`src/rtl/chan_busy_pkg.sv`:
```
package chan_busy_pkg;
  localparam int NUM_CNT  = 5;
  localparam int IDX_CYC  = 0;
  localparam int IDX_CTL  = 1;
  localparam int IDX_EXT  = 2;
  localparam int IDX_RX   = 3;
  localparam int IDX_TX   = 4;
  localparam int PCT_W    = 7;
  localparam int PCT_FULL = 100;
endpackage

```
`src/rtl/chan_busy_counters.sv`:
```
module chan_busy_counters
  import chan_busy_pkg::*;
#(
  parameter int CNT_W = 32
) (
  input  logic                              clk,
  input  logic                              rst_n,
  input  logic [NUM_CNT-1:0]                act_i,
  output logic [NUM_CNT-1:0][CNT_W-1:0]     cnt_o
);
  localparam logic [CNT_W-1:0] CNT_MAX = '1;

  logic [NUM_CNT-1:0][CNT_W-1:0] cnt_q;
  logic                          halve;

  // the cycle counter leads; activity counters never exceed it
  assign halve = (cnt_q[IDX_CYC] == CNT_MAX);

  for (genvar g = 0; g < NUM_CNT; g++) begin : g_cnt
    always_ff @(posedge clk or negedge rst_n) begin
      if (!rst_n)         cnt_q[g] <= '0;
      else if (halve)     cnt_q[g] <= cnt_q[g] >> 1;
      else if (act_i[g])  cnt_q[g] <= cnt_q[g] + 1'b1;
    end
  end

  assign cnt_o = cnt_q;
endmodule

```
`src/rtl/chan_busy_div.sv`:
```
module chan_busy_div #(
  parameter int NUM_W = 39,
  parameter int DEN_W = 32
) (
  input  logic             clk,
  input  logic             rst_n,
  input  logic             start_i,
  input  logic [NUM_W-1:0] num_i,
  input  logic [DEN_W-1:0] den_i,
  output logic             busy_o,
  output logic             done_o,
  output logic [NUM_W-1:0] quot_o
);
  localparam int CW = (NUM_W > 1) ? $clog2(NUM_W) : 1;

  logic [NUM_W-1:0] num_q;
  logic [DEN_W-1:0] den_q;
  logic [DEN_W-1:0] rem_q;
  logic [CW-1:0]    step_q;
  logic             busy_q, done_q;
  logic [DEN_W:0]   rem_sh, rem_nx;
  logic             fits;

  // one restoring step: shift in next dividend bit, subtract if it fits
  always_comb begin
    rem_sh = {rem_q, num_q[NUM_W-1]};
    fits   = (rem_sh >= {1'b0, den_q});
    rem_nx = fits ? (rem_sh - {1'b0, den_q}) : rem_sh;
  end

  always_ff @(posedge clk or negedge rst_n) begin
    if (!rst_n) begin
      num_q  <= '0;
      den_q  <= '0;
      rem_q  <= '0;
      step_q <= '0;
      busy_q <= 1'b0;
      done_q <= 1'b0;
    end else if (start_i) begin
      num_q  <= num_i;
      den_q  <= den_i;
      rem_q  <= '0;
      step_q <= CW'(NUM_W - 1);
      busy_q <= 1'b1;
      done_q <= 1'b0;
    end else if (busy_q) begin
      num_q <= {num_q[NUM_W-2:0], fits};
      rem_q <= rem_nx[DEN_W-1:0];
      if (step_q == '0) begin
        busy_q <= 1'b0;
        done_q <= 1'b1;
      end else begin
        step_q <= step_q - 1'b1;
      end
    end else begin
      done_q <= 1'b0;
    end
  end

  assign busy_o = busy_q;
  assign done_o = done_q;
  assign quot_o = num_q;
endmodule

```
`src/rtl/chan_busy_mon.sv`:
```
module chan_busy_mon
  import chan_busy_pkg::*;
#(
  parameter int CNT_W = 32
) (
  input  logic             clk,
  input  logic             rst_n,
  input  logic             ctl_busy_i,
  input  logic             ext_busy_i,
  input  logic             rx_frame_i,
  input  logic             tx_frame_i,
  input  logic             smp_valid_i,
  output logic             smp_ready_o,
  output logic             res_done_o,
  output logic             res_ok_o,
  output logic [CNT_W-1:0] d_cycles_o,
  output logic [CNT_W-1:0] d_ctl_o,
  output logic [CNT_W-1:0] d_ext_o,
  output logic [CNT_W-1:0] d_rx_o,
  output logic [CNT_W-1:0] d_tx_o,
  output logic [PCT_W-1:0] busy_pct_o
);
  localparam int NUM_W = CNT_W + PCT_W;

  logic [NUM_CNT-1:0]            act;
  logic [NUM_CNT-1:0][CNT_W-1:0] cnt_q;
  logic [NUM_CNT-1:0][CNT_W-1:0] snap_q;
  logic [NUM_CNT-1:0][CNT_W-1:0] dlt_c;
  logic [NUM_CNT-1:0][CNT_W-1:0] dlt_q;
  logic                          have_prev_q;
  logic                          ok_c, ok_q;
  logic [CNT_W-1:0]              clear_c;
  logic [NUM_W-1:0]              num_c;
  logic                          accept, div_start, div_busy, div_done;
  logic [NUM_W-1:0]              div_quot;
  logic [PCT_W-1:0]              pct_q;
  logic                          done_q;

  assign act[IDX_CYC] = 1'b1;
  assign act[IDX_CTL] = ctl_busy_i;
  assign act[IDX_EXT] = ext_busy_i;
  assign act[IDX_RX]  = rx_frame_i;
  assign act[IDX_TX]  = tx_frame_i;

  chan_busy_counters #(.CNT_W(CNT_W)) u_counters (
    .clk   (clk),
    .rst_n (rst_n),
    .act_i (act),
    .cnt_o (cnt_q)
  );

  always_comb begin
    for (int i = 0; i < NUM_CNT; i++) dlt_c[i] = cnt_q[i] - snap_q[i];
    ok_c    = have_prev_q && (cnt_q[IDX_CYC] >= snap_q[IDX_CYC]);
    clear_c = (dlt_c[IDX_CYC] > dlt_c[IDX_CTL]) ?
              (dlt_c[IDX_CYC] - dlt_c[IDX_CTL]) : '0;
    num_c   = NUM_W'(dlt_c[IDX_EXT]) * NUM_W'(PCT_FULL);
  end

  assign smp_ready_o = !div_busy && !div_done;
  assign accept      = smp_valid_i && smp_ready_o;
  assign div_start   = accept && ok_c && (clear_c != '0);

  chan_busy_div #(.NUM_W(NUM_W), .DEN_W(CNT_W)) u_div (
    .clk     (clk),
    .rst_n   (rst_n),
    .start_i (div_start),
    .num_i   (num_c),
    .den_i   (clear_c),
    .busy_o  (div_busy),
    .done_o  (div_done),
    .quot_o  (div_quot)
  );

  always_ff @(posedge clk or negedge rst_n) begin
    if (!rst_n) begin
      snap_q      <= '0;
      dlt_q       <= '0;
      have_prev_q <= 1'b0;
      ok_q        <= 1'b0;
      pct_q       <= '0;
      done_q      <= 1'b0;
    end else if (accept) begin
      snap_q      <= cnt_q;
      have_prev_q <= 1'b1;
      ok_q        <= ok_c;
      dlt_q       <= ok_c ? dlt_c : '0;
      if (!ok_c) begin
        pct_q  <= '0;
        done_q <= 1'b1;
      end else if (clear_c == '0) begin
        pct_q  <= PCT_W'(PCT_FULL);
        done_q <= 1'b1;
      end else begin
        done_q <= 1'b0;
      end
    end else if (div_done) begin
      pct_q  <= (div_quot > NUM_W'(PCT_FULL)) ? PCT_W'(PCT_FULL)
                                              : div_quot[PCT_W-1:0];
      done_q <= 1'b1;
    end else begin
      done_q <= 1'b0;
    end
  end

  assign res_done_o = done_q;
  assign res_ok_o   = ok_q;
  assign d_cycles_o = dlt_q[IDX_CYC];
  assign d_ctl_o    = dlt_q[IDX_CTL];
  assign d_ext_o    = dlt_q[IDX_EXT];
  assign d_rx_o     = dlt_q[IDX_RX];
  assign d_tx_o     = dlt_q[IDX_TX];
  assign busy_pct_o = pct_q;
endmodule

```
`config.mk`:
```
export PLATFORM = sky130hd
export DESIGN_NAME = chan_busy_mon
export DESIGN_NICKNAME = d
export VERILOG_FILES = /design/src/rtl/chan_busy_pkg.sv /design/src/rtl/chan_busy_counters.sv /design/src/rtl/chan_busy_div.sv /design/src/rtl/chan_busy_mon.sv
export SDC_FILE = /design/constraint.sdc
export NUM_CORES = 2
export LEC_CHECK = 0
export ABC_AREA = 0
export BUFFER_PORTS_ARGS = -buffer_cell sky130_fd_sc_hd__buf_4
export CAP_MARGIN = 25
export CORE_ASPECT_RATIO = 0.8
export CORE_MARGIN = 2
export CORE_UTILIZATION = 40
export DETAILED_ROUTE_END_ITERATION = 8
export PLACE_DENSITY = 0.64
export REMOVE_ABC_BUFFERS = 1
export SYNTH_ARGS = -nofsm -noshare
export SYNTH_HDL_FRONTEND = slang
export SYNTH_HIERARCHICAL = 1
export SYNTH_SLANG_ARGS = --single-unit
export TNS_END_PERCENT = 5
```
`constraint.sdc`:
```
create_clock -name clk -period 17.5 [get_ports clk]
set_input_delay 0.875 -clock clk [delete_from_list [all_inputs] [get_ports clk]]
set_output_delay 0.875 -clock clk [all_outputs]
set_load 0.005 [all_outputs]
```
[After elaboration in Yosys (flattened, before gate mapping)]
Cells that the tools add are included.
Cells by class
  add/subtract/negate cells: 13
  multipliers: 1
  order comparisons: 4
  equal/unequal tests: 4
  multiplexer cells: 34
  reductions and logical operators: 18
Operators with widths (number)
  two-way mux 32 bit: 13
  subtractor 32 bit: 7
  adder 32 x 1 -> 32 bit (second input constant): 5
  two-way mux 160 bit: 1
  two-way mux 39 bit: 2
  greater-than comparator 39 x 7 -> 1 bit (second input constant): 1
  multiplier 32 x 5 -> 37 bit (second input constant): 1
  two-way mux 7 bit: 5
  >= comparator 33 x 32 -> 1 bit: 1
  == test 32 bit (second input constant): 1
  >= comparator 32 bit: 1
  greater-than comparator 32 bit: 1
  zero test 32 bit: 1
  nonzero test 32 bit: 1
  two-way mux 6 bit: 3
  nonzero test 2 bit: 6
  two-way mux 1 bit: 10
  zero test 6 bit: 1
  subtractor 6 x 1 -> 6 bit (second input constant): 1
  logical AND 1 bit: 5
  AND reduction 2 bit: 2
  != test 3 x 2 -> 1 bit (second input constant): 1
  != test 3 bit (second input constant): 1
  zero test 1 bit: 2
  != test 2 bit (second input constant): 1
Storage, ports and cells
  register bits after elaboration: 601
  input bits: 7
  output and inout port bits: 170
  word-level logic and storage cells: 99

[Longest topological paths before layout]
  word-level depth: 7
  depth in mapped cells: 33
  depth with buffers taken out: 33

[By module]
The synthesis kept the hierarchy.
By module, submodules not included
  chan_busy_mon: instances 1, cells each 2915, area each 24883.9 um2, seq. area each 8257.9 um2
  chan_busy_counters: instances 1, cells each 960, area each 8519.4 um2, seq. area each 4003.8 um2
  chan_busy_div: instances 1, cells each 777, area each 6849.1 um2, seq. area each 2777.7 um2

[Least setup slack after synthesis]
OpenSTA, ideal clock, no wires.
  path type: flip-flop to flip-flop
  start point: reg u_counters.cnt_q (netlist bit u_counters/cnt_o[32])
  end point: reg u_div.den_q[1]
  library setup time: 0.083 ns
  data arrival time: 6.647 ns
  data required time: 17.417 ns
  setup slack: 10.770 ns
  stages on the path, launching flop included: 31
  path buffers: 3
  clock period less this slack: 6.730 ns
  path through: dfrtp_1 inv_1 ha_1 inv_1 fa_1 a211oi_2 o21ai_1 a41o_1 a211o_1 and3_4 o31ai_1 a21oi_1 o21a_1 or3_1 a21oi_1 xor2_1 ha_1 inv_1 or3_1 or3_1 o21bai_1 or4b_1 o2111a_1 nand4_2 nand2b_1 nor2_1 clkbuf_1 clkbuf_1 clkbuf_1 nand2_1 o21ai_0
Between the ends
  word-level cells in the longest chain between the ends: 5
RTL lines
  start, declared: RTL line chan_busy_counters.sv:13  | logic [NUM_CNT-1:0][CNT_W-1:0] cnt_q;
  start signal, assigned by index: RTL line chan_busy_counters.sv:22  | else if (halve) cnt_q[g] <= cnt_q[g] >> 1;
  start signal, assigned by index: RTL line chan_busy_counters.sv:23  | else if (act_i[g]) cnt_q[g] <= cnt_q[g] + 1'b1;
  subtractor 32 bit *: RTL line chan_busy_mon.sv:53  | for (int i = 0; i < NUM_CNT; i++) dlt_c[i] = cnt_q[i] - snap_q[i];
  subtractor 32 bit / greater-than comparator 32 bit (equally long branches): RTL line chan_busy_mon.sv:56, chan_busy_mon.sv:55
  two-way mux 32 bit *: RTL line chan_busy_mon.sv:55  | clear_c = (dlt_c[IDX_CYC] > dlt_c[IDX_CTL]) ?
  nonzero test 32 bit *: RTL line chan_busy_mon.sv:62  | assign div_start = accept && ok_c && (clear_c != '0);
  logical AND 1 bit *: RTL line chan_busy_mon.sv:62
  net div_start: RTL line chan_busy_mon.sv:34  | logic accept, div_start, div_busy, div_done;
  end signal, assigned: RTL line chan_busy_div.sv:41  | den_q <= den_i;
  end, declared: RTL line chan_busy_div.sv:17  | logic [DEN_W-1:0] den_q;
The timed path passes the listed nets; every way through them passes the cells marked *.
A chain may end at the register's enable or synchronous reset.

[Final worst setup path]
  start point: reg u_counters.cnt_q (netlist bit u_counters/cnt_o[32])
  end point: reg u_div.rem_q[31]
Between the ends
  word-level cells in the longest chain between the ends: 6
RTL lines
  subtractor 32 bit *: RTL line chan_busy_mon.sv:53
  subtractor 32 bit / greater-than comparator 32 bit (equally long branches): RTL line chan_busy_mon.sv:56, chan_busy_mon.sv:55
  two-way mux 32 bit *: RTL line chan_busy_mon.sv:55
  nonzero test 32 bit *: RTL line chan_busy_mon.sv:62
  logical AND 1 bit *: RTL line chan_busy_mon.sv:62
  net div_start: RTL line chan_busy_mon.sv:34
  two-way mux 32 bit / nonzero test 2 bit (equally long branches)
  end signal, assigned: RTL line chan_busy_div.sv:48  | rem_q <= rem_nx[DEN_W-1:0];
  end, declared: RTL line chan_busy_div.sv:18  | logic [DEN_W-1:0] rem_q;
Marked as above.

==> flow_metrics.py <==
metrics = {
    "status": {
        "outcome": "complete, no violations",
    },
    "placement": {
        "buffer_ports.inserted": 176,
        "place.detailed.hpwl_mm": 76.6,
        "routabilityCongestion": 0.927,
        "dpl-instance-area_mm2": 0.0427,
    },
    "global_route": {
        "grt_first_pass_wirelength_mm": 169,
        "pin_count_of_the_biggest_net_entering_global_routing": 99,
        "grt_antenna_before_repair": 1,
        "global_route.overflow_total": 0,
        "first_global_vias": 30900,
        "grt.total_usage_pct": 20.2,
    },
    "sta": {
        "grt_setup_unrepaired": "no",
        "fin_worst_hold_slack_ns": 0.165,
        "clock_skew_ns": 0.0354,
        "final.setup.tns_ns": 0,
        "hold_violations": 0,
        "report.final.setup_viol": 0,
        "relSlewSlack_pct": 27.8,
        "post-route-min-period_ns": 7.89,
        "worst-slew-pin-transition_ns": 1.08,
        "timing_max_transition_violations_final": 0,
        "achievable-frequency_mhz": 127,
        "period_share_pct": 45.1,
    },
    "clocking": {
        "post_cts_setup_bufs": 0,
        "cts_made_buffers": 71,
        "cts.path.max_buffers": 3,
        "tritoncts": "built",
        "ctsHoldBuffers": 0,
        "clock_tree.root_cell": "clkbuf_16",
        "cts.sinks": 601,
        "worst_setup_hold_path_clk_slew_ns": 0.06,
        "cts.repair.resized": 0,
        "clock_latency_ns": 0.64,
        "ctsHtreeMaxLevel": 3,
    },
    "floorplanning": {
        "area_of_the_core_mm2": 0.100,
        "top_level_ports": 177,
        "start_util_pct": 40.2,
        "rows": 104,
        "design.die.area_mm2": 0.103,
        "die_y_um": 288,
        "die_w_um": 359,
    },
    "logic_synthesis": {
        "synth_top_flop_cell": "dfrtp_1",
        "mappedNetlistArea_mm2": 0.0403,
        "proportion_of_synthesized_flip_flops_having_asynchronous_set_or_reset_pct": 100,
        "synth-seq-cells": 601,
        "synth.top_cells.by_area": "dfrtp_1 (37%), ha_1 (10%), nand2_1 (6.0%), o21ai_0 (4.8%), xnor2_1 (4.3%)",
        "netlist_top_cells_count": "nand2_1 (645), dfrtp_1 (601), o21ai_0 (387)",
        "distinct_cell_type_count_after_synthesis": 101,
        "yosysTopAreaCellShare_pct": 37.4,
        "yosysSeqAreaShare_pct": 37.4,
        "number_of_warning_messages_in_the_yosys_log": 6,
        "synth_enable_flop_cells": 0,
        "syn_inst_count": 4652,
        "synth_area_per_cell_um2": 8.65,
        "synth_area_leader_cell": "dfrtp_1",
        "cell_with_the_most_instances_after_synthesis": "nand2_1",
    },
    "drt": {
        "met3RoutedLength_mm": 5.49,
        "vias": 32800,
        "routed-wl-met2_mm": 43.9,
        "avgViaCountPerCell": 5.35,
        "post_route_met1_wirelength_mm": 52.9,
        "antenna_left": 0,
        "drtIter0Drc": 2258,
        "routed.top_layer": "met5",
        "wl_per_cell_um": 17.1,
        "firstDrtPassIters": 5,
        "drc_errors": 0,
        "routed_wirelength_mm": 105,
    },
    "cells_and_area": {
        "multiInputGateArea_mm2": 0.0232,
        "antenna_cells_inserted": 0,
        "fillerInstances": 9813,
        "drive_above_1_share_pct": 8.21,
        "area.sequential_mm2": 0.0150,
        "nets": 5112,
        "stdcell_area_mm2": 0.0452,
        "finalCoreUtilization_pct": 45.1,
        "syn2layout_area_growth_pct": 12.4,
    },
    "worst_setup_path": {
        "worst_ep_arrival_time_ns": 8.40,
        "endpoint_kind": "flip-flop",
        "critical_path.slowest_cell": "buf_4",
        "start_kind": "flip-flop",
        "cp_slowest_stage_delay_ns": 0.69,
        "crit_fanout": 96,
        "path_class": "flip-flop to flip-flop",
        "worstPathRequired_ns": 18.02,
    },
    "run": {
        "drv_cap": 0,
    },
    "power": {
        "peakVddDrop_mv": 0.133,
        "sw_frac_of_total_pct": 38.7,
        "combPwrFrac_pct": 42.5,
        "clkPwrFrac_pct": 28.0,
        "finalPower_mw": 5.55,
        "cell_internal_pwr_mw": 3.40,
        "p_leak_nw": 21.4,
        "total_switching_power_mw": 2.14,
        "powerDensity_mw_per_mm2": 123,
        "sequentialPowerShare_pct": 29.5,
    },
    "hold_path": {
        "min-delay-path-class": "input port to asynchronous set/reset pin",
    },
}
## worst paths after layout
check	start	to	slack, ns	depth (start not counted)
max in group asynchronous	rst_n	snap_q[42]	14.29	4
min in group clk	d_cycles_o[31]	d_cycles_o[31]	0.47	2
worst min register to register	d_cycles_o[31]	d_cycles_o[31]	0.47	2
worst min-delay path	rst_n	d_ext_o[31]	0.17	1
worst max-delay path	u_counters/cnt_o[32]	u_div/rem_q[31]	9.61	30
worst max register to register	u_counters/cnt_o[32]	u_div/rem_q[31]	9.61	30
## state kept, by name, summed over array words and instances, names as in the netlist, 6 cells and up
register and flops:
u_div/den_q 32, d_ctl_o 32, u_div/step_q 6, u_div/rem_q 32, d_tx_o 32, u_counters/cnt_o 160, d_ext_o 32, d_rx_o 32
snap_q 160, d_cycles_o 32, u_div/quot_o 39, busy_pct_o 7
## worst max-delay path, delay by kind of cell, from the launching register on
family / cells / cell delay (ns)
compound gates: 12 / 2.62
xor+xnor: 1 / 0.38
buf+inv: 4 / 0.94
flops: 1 / 0.44
fa+ha+maj: 3 / 0.82
simple gates: 10 / 2.56
## per-layer routing
| layer | up-vias | global-route usage (%) |
|---|---|---|
| li1 | 16400 | - |
| met1 | 15600 | 30.8 |
| met2 | 665 | 29.2 |
| met3 | 128 | 3.61 |
| met4 | 2 | 4.84 |
| met5 | - | 0 |
## per-stage QoR
stage	setup WS, ns	std cells
final	9.61	6125
after global placement	9.78	5993
after detailed placement	9.69	5994
after CTS	9.66	6123
after global routing	9.00	6125
after floorplan	0.643	4465
## cells by family after synthesis
group,count (synthesis),synth area share (%)
adders and majority gates,361,11.9
and+or+nand+nor,1533,17.4
AOI/OAI and AO/OA,1202,18.8
buffers and inverters,532,5.10
muxes,56,1.41
xor gates and xnor gates,365,7.96
other,2,0.0187
DFF,601,37.4
## power groups by stage
stage / clock network [mW] / registers (mW) / logic (mW)
2_1_floorplan: 0 / 1.61 / 1.84
3_3_place_gp: 0 / 1.66 / 2.30
3_5_place_dp: 0 / 1.66 / 2.33
4_1_cts: 1.60 / 1.64 / 2.35
5_1_grt: 1.66 / 1.66 / 2.66
6_report: 1.55 / 1.64 / 2.36
## area by class of cell
cell class                      count  area share (%)
Tap cell                         1325            3.66
Sequential cell                   601            33.3
Multi-Input combinational cell   3520            51.3
Inverter                          344            2.85
Clock inverter                     32           0.902
Clock buffer                       97            4.50
Timing Repair Buffer              206            3.53
## placed cells by master (no fill, tap or decap), types with 19 or more instances in the layout
cell type,synthesis,routed
a211oi_1,26,26
a21o_1,117,117
a21oi_1,315,315
a31oi_1,23,23
and2_1,20,19
and3_1,63,63
buf_4,1,202
clkbuf_16,0,72
dfrtp_1,601,600
fa_1,34,34
ha_1,327,327
inv_1,343,343
mux2i_1,49,49
nand2_1,645,643
nand2b_1,43,43
nand3_1,118,118
nand4_1,67,67
nor2_1,350,348
nor2b_1,32,32
nor3_1,69,69
nor4_1,30,30
o21a_1,26,26
o21ai_0,387,387
o21bai_1,32,32
o31ai_1,83,83
or3_1,24,24
xnor2_1,196,196
xor2_1,168,168
Power figures use the tool's default switching activity.
